<file path="config.mk">
export PLATFORM = sky130hd
export DESIGN_NAME = desq_ptr_mgr
export DESIGN_NICKNAME = d
export VERILOG_FILES = /design/src/rtl/dq_pkg.sv /design/src/rtl/dq_cfg.sv /design/src/rtl/dq_ring_ptr.sv /design/src/rtl/dq_done_cnt.sv /design/src/rtl/desq_ptr_mgr.sv
export SDC_FILE = /design/constraint.sdc
export NUM_CORES = 1
export LEC_CHECK = 0
export ABC_AREA = 1
export BUFFER_PORTS_ARGS = -buffer_cell sky130_fd_sc_hd__buf_2
export CORE_ASPECT_RATIO = 1.1
export CORE_UTILIZATION = 38
export DETAILED_ROUTE_END_ITERATION = 8
export SYNTH_ARGS = -nofsm -noshare
export SYNTH_HDL_FRONTEND = slang
export SYNTH_SLANG_ARGS = --single-unit
</file>
<file path="constraint.sdc">
create_clock -name clk_i -period 38.3 [get_ports clk_i]
set_clock_uncertainty 0.2 [all_clocks]
set_input_delay 3.83 -clock clk_i [delete_from_list [all_inputs] [get_ports clk_i]]
set_output_delay 3.83 -clock clk_i [all_outputs]
set_load 0.02 [all_outputs]
</file>
<file path="src/rtl/dq_pkg.sv">
package dq_pkg;
  localparam logic [2:0] A_LEN   = 3'd0;
  localparam logic [2:0] A_FMT   = 3'd1;
  localparam logic [2:0] A_ADD   = 3'd2;
  localparam logic [2:0] A_REL   = 3'd3;
  localparam logic [2:0] A_HALT  = 3'd4;
  localparam logic [2:0] A_DONE  = 3'd5;
  localparam logic [2:0] A_ALLOC = 3'd6;

  localparam int unsigned CNT_W  = 16;
  localparam int unsigned DONE_W = 15;
  localparam int unsigned RDF_W  = 13;

  typedef enum logic [2:0] {
    FMT_SMALL = 3'd1,
    FMT_LARGE = 3'd7
  } fmt_e;
endpackage

</file>
<file path="src/rtl/dq_cfg.sv">
module dq_cfg
  import dq_pkg::*;
#(
  parameter int unsigned PTR_W = 4,
  localparam int unsigned DEPTH_W = PTR_W + 1
) (
  input  logic               clk_i,
  input  logic               rst_ni,
  input  logic               we_i,
  input  logic [2:0]         addr_i,
  input  logic [31:0]        wdata_i,
  output logic               halt_o,
  output fmt_e               fmt_o,
  output logic [CNT_W-1:0]   len_o,
  output logic [DEPTH_W-1:0] depth_o,
  output logic               clr_o
);
  logic             halt_q;
  fmt_e             fmt_q;
  logic [CNT_W-1:0] len_q;
  logic             fmt_ok;
  logic [DEPTH_W-1:0] max_d;
  logic             len_ok;

  assign fmt_ok = (wdata_i == 32'(FMT_SMALL)) || (wdata_i == 32'(FMT_LARGE));
  // geometry change restarts the ring
  assign clr_o  = we_i && ((addr_i == A_LEN) || (addr_i == A_FMT && fmt_ok));

  always_ff @(posedge clk_i or negedge rst_ni) begin
    if (!rst_ni) begin
      halt_q <= 1'b1;
      fmt_q  <= FMT_SMALL;
      len_q  <= '0;
    end else if (we_i) begin
      if (addr_i == A_LEN) len_q <= wdata_i[CNT_W-1:0];
      if (addr_i == A_FMT && fmt_ok) fmt_q <= fmt_e'(wdata_i[2:0]);
      if (addr_i == A_HALT) halt_q <= wdata_i[0];
    end
  end

  assign max_d   = (fmt_q == FMT_LARGE) ? DEPTH_W'(1 << (PTR_W - 2)) : DEPTH_W'(1 << PTR_W);
  assign len_ok  = (len_q != '0) && ({1'b0, len_q} <= (CNT_W+1)'(max_d));
  assign depth_o = len_ok ? DEPTH_W'(len_q) : max_d;
  assign halt_o  = halt_q;
  assign fmt_o   = fmt_q;
  assign len_o   = len_q;
endmodule

</file>
<file path="src/rtl/dq_ring_ptr.sv">
module dq_ring_ptr #(
  parameter int unsigned PTR_W = 4,
  parameter int unsigned N_W   = 16,
  localparam int unsigned DEPTH_W = PTR_W + 1,
  localparam int unsigned SUM_W   = PTR_W + 2
) (
  input  logic               clk_i,
  input  logic               rst_ni,
  input  logic               clr_i,
  input  logic               adv_i,
  input  logic [N_W-1:0]     n_i,
  input  logic [DEPTH_W-1:0] depth_i,
  output logic [PTR_W-1:0]   ptr_o
);
  logic [PTR_W-1:0]   ptr_q;
  logic [DEPTH_W-1:0] step;
  logic [SUM_W-1:0]   sum, nxt;

  // step is below depth, so one conditional subtract wraps
  assign step = DEPTH_W'(n_i % N_W'(depth_i));
  assign sum  = SUM_W'(ptr_q) + SUM_W'(step);
  assign nxt  = (sum >= SUM_W'(depth_i)) ? sum - SUM_W'(depth_i) : sum;

  always_ff @(posedge clk_i or negedge rst_ni) begin
    if (!rst_ni)     ptr_q <= '0;
    else if (clr_i)  ptr_q <= '0;
    else if (adv_i)  ptr_q <= PTR_W'(nxt);
  end

  assign ptr_o = ptr_q;


  ptr_in_range_chk: assert property (@(posedge clk_i) disable iff (!rst_ni)
    SUM_W'(ptr_q) < SUM_W'(depth_i));

  ptr_hold_chk: assert property (@(posedge clk_i) disable iff (!rst_ni)
    (!adv_i && !clr_i) |=> $stable(ptr_q));
endmodule

</file>
<file path="src/rtl/dq_done_cnt.sv">
module dq_done_cnt
  import dq_pkg::*;
(
  input  logic              clk_i,
  input  logic              rst_ni,
  input  logic              clr_i,
  input  logic              inc_i,
  input  logic              rel_i,
  input  logic [CNT_W-1:0]  rel_n_i,
  output logic [DONE_W-1:0] cnt_o,
  output logic [CNT_W-1:0]  rel_eff_o
);
  logic [DONE_W-1:0] cnt_q;
  logic [CNT_W-1:0]  rel_eff;
  logic [CNT_W-1:0]  nxt;

  // oversized release is clamped to what has completed
  assign rel_eff = !rel_i ? '0 :
                   (rel_n_i > CNT_W'(cnt_q)) ? CNT_W'(cnt_q) : rel_n_i;
  assign nxt     = CNT_W'(cnt_q) - rel_eff + CNT_W'(inc_i);

  always_ff @(posedge clk_i or negedge rst_ni) begin
    if (!rst_ni)    cnt_q <= '0;
    else if (clr_i) cnt_q <= '0;
    else            cnt_q <= DONE_W'(nxt);
  end

  assign cnt_o     = cnt_q;
  assign rel_eff_o = rel_eff;


  done_dec_chk: assert property (@(posedge clk_i) disable iff (!rst_ni)
    (rel_i && !inc_i && !clr_i) |=> cnt_q <= $past(cnt_q));

  done_inc_chk: assert property (@(posedge clk_i) disable iff (!rst_ni)
    (inc_i && !rel_i && !clr_i && cnt_q != '1) |=> cnt_q == $past(cnt_q) + 15'd1);
endmodule

</file>
<file path="src/rtl/desq_ptr_mgr.sv">
module desq_ptr_mgr
  import dq_pkg::*;
#(
  parameter int unsigned PTR_W = 4
) (
  input  logic             clk_i,
  input  logic             rst_ni,
  input  logic             reg_we_i,
  input  logic [2:0]       reg_addr_i,
  input  logic [31:0]      reg_wdata_i,
  output logic [31:0]      reg_rdata_o,
  output logic             fetch_req_o,
  output logic [PTR_W-1:0] fetch_idx_o,
  input  logic             fetch_ack_i,
  input  logic             done_i
);
  localparam int unsigned DEPTH_W = PTR_W + 1;

  logic               halt, clr;
  fmt_e               fmt;
  logic [CNT_W-1:0]   len;
  logic [DEPTH_W-1:0] depth;
  logic               add_en, rel_en, fire;
  logic [CNT_W-1:0]   wcnt, rel_eff, pend_q;
  logic [PTR_W-1:0]   wr_ptr, fe_ptr, rd_ptr;
  logic [DONE_W-1:0]  done_cnt;

  assign wcnt   = reg_wdata_i[CNT_W-1:0];
  assign add_en = reg_we_i && (reg_addr_i == A_ADD);
  assign rel_en = reg_we_i && (reg_addr_i == A_REL);

  dq_cfg #(.PTR_W(PTR_W)) i_cfg (
    .clk_i, .rst_ni, .we_i(reg_we_i), .addr_i(reg_addr_i), .wdata_i(reg_wdata_i),
    .halt_o(halt), .fmt_o(fmt), .len_o(len), .depth_o(depth), .clr_o(clr)
  );

  dq_ring_ptr #(.PTR_W(PTR_W), .N_W(CNT_W)) i_wr_ptr (
    .clk_i, .rst_ni, .clr_i(clr), .adv_i(add_en), .n_i(wcnt),
    .depth_i(depth), .ptr_o(wr_ptr)
  );

  dq_ring_ptr #(.PTR_W(PTR_W), .N_W(CNT_W)) i_fe_ptr (
    .clk_i, .rst_ni, .clr_i(clr), .adv_i(fire), .n_i(CNT_W'(1)),
    .depth_i(depth), .ptr_o(fe_ptr)
  );

  dq_ring_ptr #(.PTR_W(PTR_W), .N_W(CNT_W)) i_rd_ptr (
    .clk_i, .rst_ni, .clr_i(clr), .adv_i(rel_en), .n_i(rel_eff),
    .depth_i(depth), .ptr_o(rd_ptr)
  );

  dq_done_cnt i_done (
    .clk_i, .rst_ni, .clr_i(clr), .inc_i(done_i), .rel_i(rel_en),
    .rel_n_i(wcnt), .cnt_o(done_cnt), .rel_eff_o(rel_eff)
  );

  assign fetch_req_o = (pend_q != '0) && !halt;
  assign fetch_idx_o = fe_ptr;
  assign fire        = fetch_req_o && fetch_ack_i;

  always_ff @(posedge clk_i or negedge rst_ni) begin
    if (!rst_ni)  pend_q <= '0;
    else if (clr) pend_q <= '0;
    else          pend_q <= pend_q + (add_en ? wcnt : '0) - CNT_W'(fire);
  end

  always_comb begin
    unique case (reg_addr_i)
      A_LEN:   reg_rdata_o = {16'h0, len};
      A_FMT:   reg_rdata_o = {29'h0, fmt};
      A_HALT:  reg_rdata_o = {31'h0, halt};
      A_DONE:  reg_rdata_o = {3'b0, RDF_W'(rd_ptr), 1'b0, done_cnt};
      A_ALLOC: reg_rdata_o = {CNT_W'(wr_ptr), 16'h0};
      default: reg_rdata_o = '0;
    endcase
  end


  fetch_hold_chk: assert property (@(posedge clk_i) disable iff (!rst_ni)
    (halt && !clr) |=> $stable(fe_ptr));

  pend_dec_chk: assert property (@(posedge clk_i) disable iff (!rst_ni)
    (fire && !add_en && !clr) |=> pend_q == $past(pend_q) - 16'd1);
endmodule

</file>
==> flow_summary.toml, run 1 <==
[final_layout]
drive_gt1_frac = 0.108
final_common_cell = "nand2_1"
syn_to_final_growth_pct = 6.53
final_cell_mix = "nand2_1, inv_1, nor2_1"
final_cell_area_mm2 = 0.0229
nets = 3936

[global_routing]
grt_pass1_wl_um = 96800
grt_pass1_vias = 19900
grt.total_usage = 0.201
grt.overflow.total = 0
grt_max_degree = 64
antenna_found_initial = 1

[clock_network]
cts-hold-fix-buffers = 0
cts-buffers-inserted = 9
cts_tree = "built"
cts_buffer_depth = 2
path_clk_slew_ps = 60
cts_sinks = 63
cts_resized = 0
root_buffer = "clkbuf_16"
cts-htree-levels = 3
postCtsSetupBuffers = 0
clkLatencyLatePin_ps = 340

[routing]
wl_um = 58300
dr.pass1.iters = 5
dr.first_iter.drc_count = 1153
drc_errors = 0
wl_per_cell_um = 13.5
viasPerCell = 5.00
postRouteAntennaNets = 0
vias = 21700

[critical_path]
timing.rr.start = "i_cfg.fmt_o[1]"
end_kind = "flop"
cp_common_cell = "nand2_1"
critPathArrivalTime_ps = 33010
critPathSlowestCell = "fa_1"
r2r.worst_path.cells = 180
slowest_delay_ps = 490
path_class = "input pin to flop"
critical_path.startpoint = "reg_wdata_i[0]"
cp-start-kind = "input pin"
required_ps = 38370
critPathMaxFanout = 14

[logic_synthesis]
postSynthAreaPerCell_um2 = 6.07
ys_async_sr_fraction = 1.00
synth_edf_count = 0
synthCells = 3539
syn_area_mm2 = 0.0215
synthDistinctLibCells = 64
yosysSeqAreaShare = 0.0735
ys_ff_latch = 63
yosysWarnings = 0
yosys_most_used_dff = "dfrtp_1"

[timing]
period_share = 0.860
maxSlewHeadroom = 0.332
fin_crit_ps = 32940
max_freq_mhz = 30.4
slew_viol_final = 0
tightest_slew_ps = 994
rsz0062_at_grt = "false"
final_hold_viol_count = 0
setup_tns_ps = 0
setup_viol = 0

[floorplan]
ioPinCount = 77
die_w_um = 229
die_area_mm2 = 0.0575
start_util = 0.384
rows = 91
coreArea_mm2 = 0.0560
fp.dieH_um = 251

[min_path]
hp-class = "flop to flop"
hold_depth = 2
min_from = "i_cfg.fmt_o[0]"

[run]
maxCapViolations = 0

[placement]
dpl-instance-area_mm2 = 0.0226
place.gp.congestion = 0.887
dp_hpwl_um = 48200
port_buffers = 64

[run_status]
status = "finished clean"
## area by class of cell
type                            count  area [µm²]
Fill cell                        6219       33100
Multi-Input combinational cell   2820       17400
Inverter                          612        2300
Sequential cell                    63        1580
Tap cell                          744         931
Timing Repair Buffer               80         440
Clock buffer                        9         225
Clock inverter                      7        57.6
Antenna cell                        2        5.00
## logic make-up (layout without fill, tap and decap cells)
logic type	after synthesis	after routing	share of synthesized area
compound gates	564	564	0.151
xor+xnor	159	159	0.0648
fa+ha+maj	310	310	0.184
buf+inv	668	708	0.123
flops	63	63	0.0735
other cells	1	15	0.000174
simple gates	1774	1774	0.403
## final timing paths
kind / endpoint / slack, ps
max: i_rd_ptr.ptr_o[2] / 5360
min: i_cfg.fmt_o[0] / 270
max reg2reg: i_rd_ptr.ptr_o[2] / 8090
min reg2reg: i_cfg.fmt_o[0] / 270
max in group asynchronous: i_rd_ptr.ptr_o[0] / 33820
min in group asynchronous: i_done.cnt_o[6] / 3500
## layer usage
metal	global-route usage	wire length, µm	vias up
met2	0.351	26900	345
li1	-	-	11700
met4	0.0282	724	2
met3	0.0137	2090	52
met1	0.273	28600	9622
met5	0.00845	69	-
## state kept, by name, indices dropped and copies added, names as in the netlist
register and count:
i_cfg.len_o 16, pend_q 16, i_done.cnt_o 15, i_fe_ptr.ptr_o 4, i_rd_ptr.ptr_o 4, i_wr_ptr.ptr_o 4, i_cfg.fmt_o 3, i_cfg.halt_o 1
## worst max-delay path: cells and delay by family
| family | cells | cell delay [ps] |
|---|---|---|
| AOI/OAI and AO/OA | 65 | 12300 |
| buffers and inverters | 29 | 3200 |
| adders and majority gates | 19 | 6140 |
| and+or+nand+nor | 67 | 7470 |
## per-stage QoR
step                       util  setup slack (ps)  std cells  hold slack [ps]
after floorplan               -              8840       3551              240
after global placement    0.404              4970       4319              253
after detailed placement  0.404              4960       4319              258
after CTS                 0.409              5180       4335              268
after global routing      0.409              1670       4335              274
final                     0.409              5360       4337              269
## Yosys cell counts, types with 13 or more instances
library cell | count | area, µm²
nand4_1 | 90 | 563
o21bai_1 | 28 | 210
inv_1 | 570 | 2140
nand2_2 | 66 | 413
xnor2_1 | 69 | 604
nand2_1 | 815 | 3060
a21oi_1 | 170 | 851
nand2_4 | 19 | 214
nand3b_1 | 13 | 97.6
nor3_1 | 43 | 215
dfrtp_1 | 61 | 1530
xor2_1 | 90 | 788
nand3_4 | 17 | 298
o21ai_0 | 219 | 1100
a21o_1 | 29 | 218
clkbuf_1 | 29 | 109
buf_4 | 16 | 120
inv_2 | 31 | 116
nand3_2 | 41 | 410
o21a_1 | 21 | 158
o21ai_1 | 21 | 105
o211ai_1 | 18 | 135
nor2_1 | 301 | 1130
or2_2 | 19 | 119
nor2_4 | 30 | 338
nand3_1 | 258 | 1290
ha_1 | 300 | 3750
nor2_2 | 28 | 175
Power of run 1 is not shown: default switching activity piles up to over one toggle a cycle in this logic, so the estimate is an artifact.
==> run 2: changes to the inputs <==
--- a/config.mk
+++ b/config.mk
@@ -12,4 +12,5 @@
 export DETAILED_ROUTE_END_ITERATION = 8
 export SYNTH_ARGS = -nofsm -noshare
 export SYNTH_HDL_FRONTEND = slang
+export SYNTH_HIERARCHICAL = 1
 export SYNTH_SLANG_ARGS = --single-unit
==> run 2 against run 1 <==
Against the previous run:
- sequential cell count did not move
- sequential share of layout area decreased by 0.52 points
- largest cell class unchanged
- critical path type unchanged
- clock-buffer cell count did not move
- hold slack improved by 3.1 ps
==> flow_summary.toml, run 2 <==
[logic_synthesis]
yosysWarnings = 6
ys_ff_latch = 63
synth_xor_area_frac = 0.0615
yosysSeqAreaShare = 0.0680
ys_async_sr_fraction = 1.00
postSynthAreaPerCell_um2 = 6.06
synthMuxAreaShare = 0.00388
synth_edf_count = 0
ys_top_cells_by_area = "ha_1, nand2_1, inv_1, dfrtp_1, nand3_1"
synthDistinctLibCells = 69
synthCells = 3836
post-synth-top-area-cell = "ha_1"
synthTopCellsByCount = "nand2_1, inv_1, ha_1, nor2_1, nand3_1"
yosys.area_share.simple = 0.432
yosysMostFrequentCell = "nand2_1"
synth_top_family_by_area = "simple AND/OR/NAND/NOR gates"
syn_area_mm2 = 0.0232
netlist.area_leader.share = 0.169
yosys_most_used_dff = "dfrtp_1"
synth_fa_ha_area_frac = 0.179
synth_compound_area_frac = 0.126

[timing]
maxSlewHeadroom = 0.412
period_share = 0.854
tightest_slew_ps = 881
whs_ps = 272
final_hold_viol_count = 0
rsz0062_at_grt = "false"
slew_viol_final = 0
setup_tns_ps = 0
fin_crit_ps = 32710
setup_viol = 0
max_freq_mhz = 30.6

[routing]
wl_met1_um = 29200
routed.top_layer = "met4"
wl_met3_um = 1560
wl_per_cell_um = 12.6
dr.pass1.iters = 8
postRouteAntennaNets = 0
met2WireLength_um = 27800
viasPerCell = 4.82
drc_errors = 0
wl_um = 59300
vias = 22800
dr.first_iter.drc_count = 1176

[global_routing]
grt.overflow.total = 0
grt_pass1_vias = 21200
grt_max_degree = 64
grt.total_usage = 0.194
grt_pass1_wl_um = 101000
antenna_found_initial = 0

[critical_path]
critPathMaxFanout = 17
critPathArrivalTime_ps = 32810
required_ps = 38400
path_class = "input pin to flop"
path_delay_family = "simple AND/OR/NAND/NOR gates"
end_kind = "flop"
slowest_delay_ps = 510
critPathSlowestCell = "fa_1"
path_buf_inv = 32
cp_common_cell = "nand2_1"
cp-start-kind = "input pin"

[floorplan]
rows = 94
die_area_mm2 = 0.0621
coreArea_mm2 = 0.0601
start_util = 0.387
die_w_um = 238
fp.dieH_um = 261
ioPinCount = 77

[final_layout]
n_antenna_cell = 0
final_util = 0.412
final_cell_mix = "nand2_1, inv_1, ha_1"
final_common_cell = "nand2_1"
fillers = 6509
nets = 4271
syn_to_final_growth_pct = 6.53
drive_gt1_frac = 0.132

[clock_network]
cts_buffer_depth = 2
cts-htree-levels = 3
cts-buffers-inserted = 9
cts_sinks = 63
root_buffer = "clkbuf_16"
cts_resized = 0
clkLatencyLatePin_ps = 370
path_clk_slew_ps = 60
postCtsSetupBuffers = 0
cts-hold-fix-buffers = 0
cts_tree = "built"

[placement]
port_buffers = 64
place.gp.congestion = 0.880
dp_hpwl_um = 49600

[min_path]
hp-class = "flop to flop"

[run_status]
status = "finished clean"

[run]
maxCapViolations = 0
==> run 2: cell families (layout without fill, tap and decap cells) <==
logic type                 count (synthesis)  count (layout)
and+or+nand+nor                         2039            2039
buffers and inverters                    751             771
AOI/OAI and AO/OA                        486             486
adders and majority gates                325             325
xor gates and xnor gates                 163             163
DFF                                       63              63
muxes                                      6               6
other                                      3              58
==> run 2: cell type report <==
cell class,instances,area (µm²),area share
repair buffers,75,403,0.0163
well taps,816,1020,0.0413
clock buffers,9,225,0.00910
inverters,680,2560,0.104
multi-input cells,3077,18900,0.762
clock inverters,7,96.3,0.00389
flip-flops and latches,63,1580,0.0638
==> run 2: layer usage <==
| layer | global-route usage | up-vias |
|---|---|---|
| li1 | - | 12500 |
| met1 | 0.255 | 9988 |
| met2 | 0.348 | 290 |
| met3 | 0.0124 | 44 |
| met4 | 0.0349 | 0 |
| met5 | 0 | - |
==> run 2: worst register-to-register path, delay by kind of cell, from the launching register on <==
| family | cells | cell delay, ps |
|---|---|---|
| simple gates | 100 | 12030 |
| fa+ha+maj | 19 | 6210 |
| buf+inv | 33 | 3710 |
| compound gates | 45 | 7880 |
| flops | 1 | 540 |
==> run 2: per-stage QoR <==
step	area (µm²)	worst slack, ps	instances
2_1_floorplan	23400	9050	3891
3_3_place_gp	24400	5340	4711
3_5_place_dp	24400	5240	4711
4_1_cts	24700	5530	4727
5_1_grt	24700	1950	4727
6_report	24700	5590	4727
==> run 2: worst paths after layout <==
kind	from	end	slack, ps	cells after the start
worst max register to register	i_cfg/fmt_o[0]	i_rd_ptr/ptr_o[2]	7650	197
min in group asynchronous	rst_ni	i_done/cnt_o[11]	3470	2
worst min register to register	i_cfg/fmt_o[0]	i_cfg/fmt_o[0]	270	2
worst min-delay path	i_cfg/fmt_o[0]	i_cfg/fmt_o[0]	270	2
max in group asynchronous	rst_ni	i_wr_ptr/ptr_o[1]	33860	2
worst max-delay path	reg_wdata_i[7]	i_rd_ptr/ptr_o[2]	5590	194
Power of run 2 is left out for the same reason.
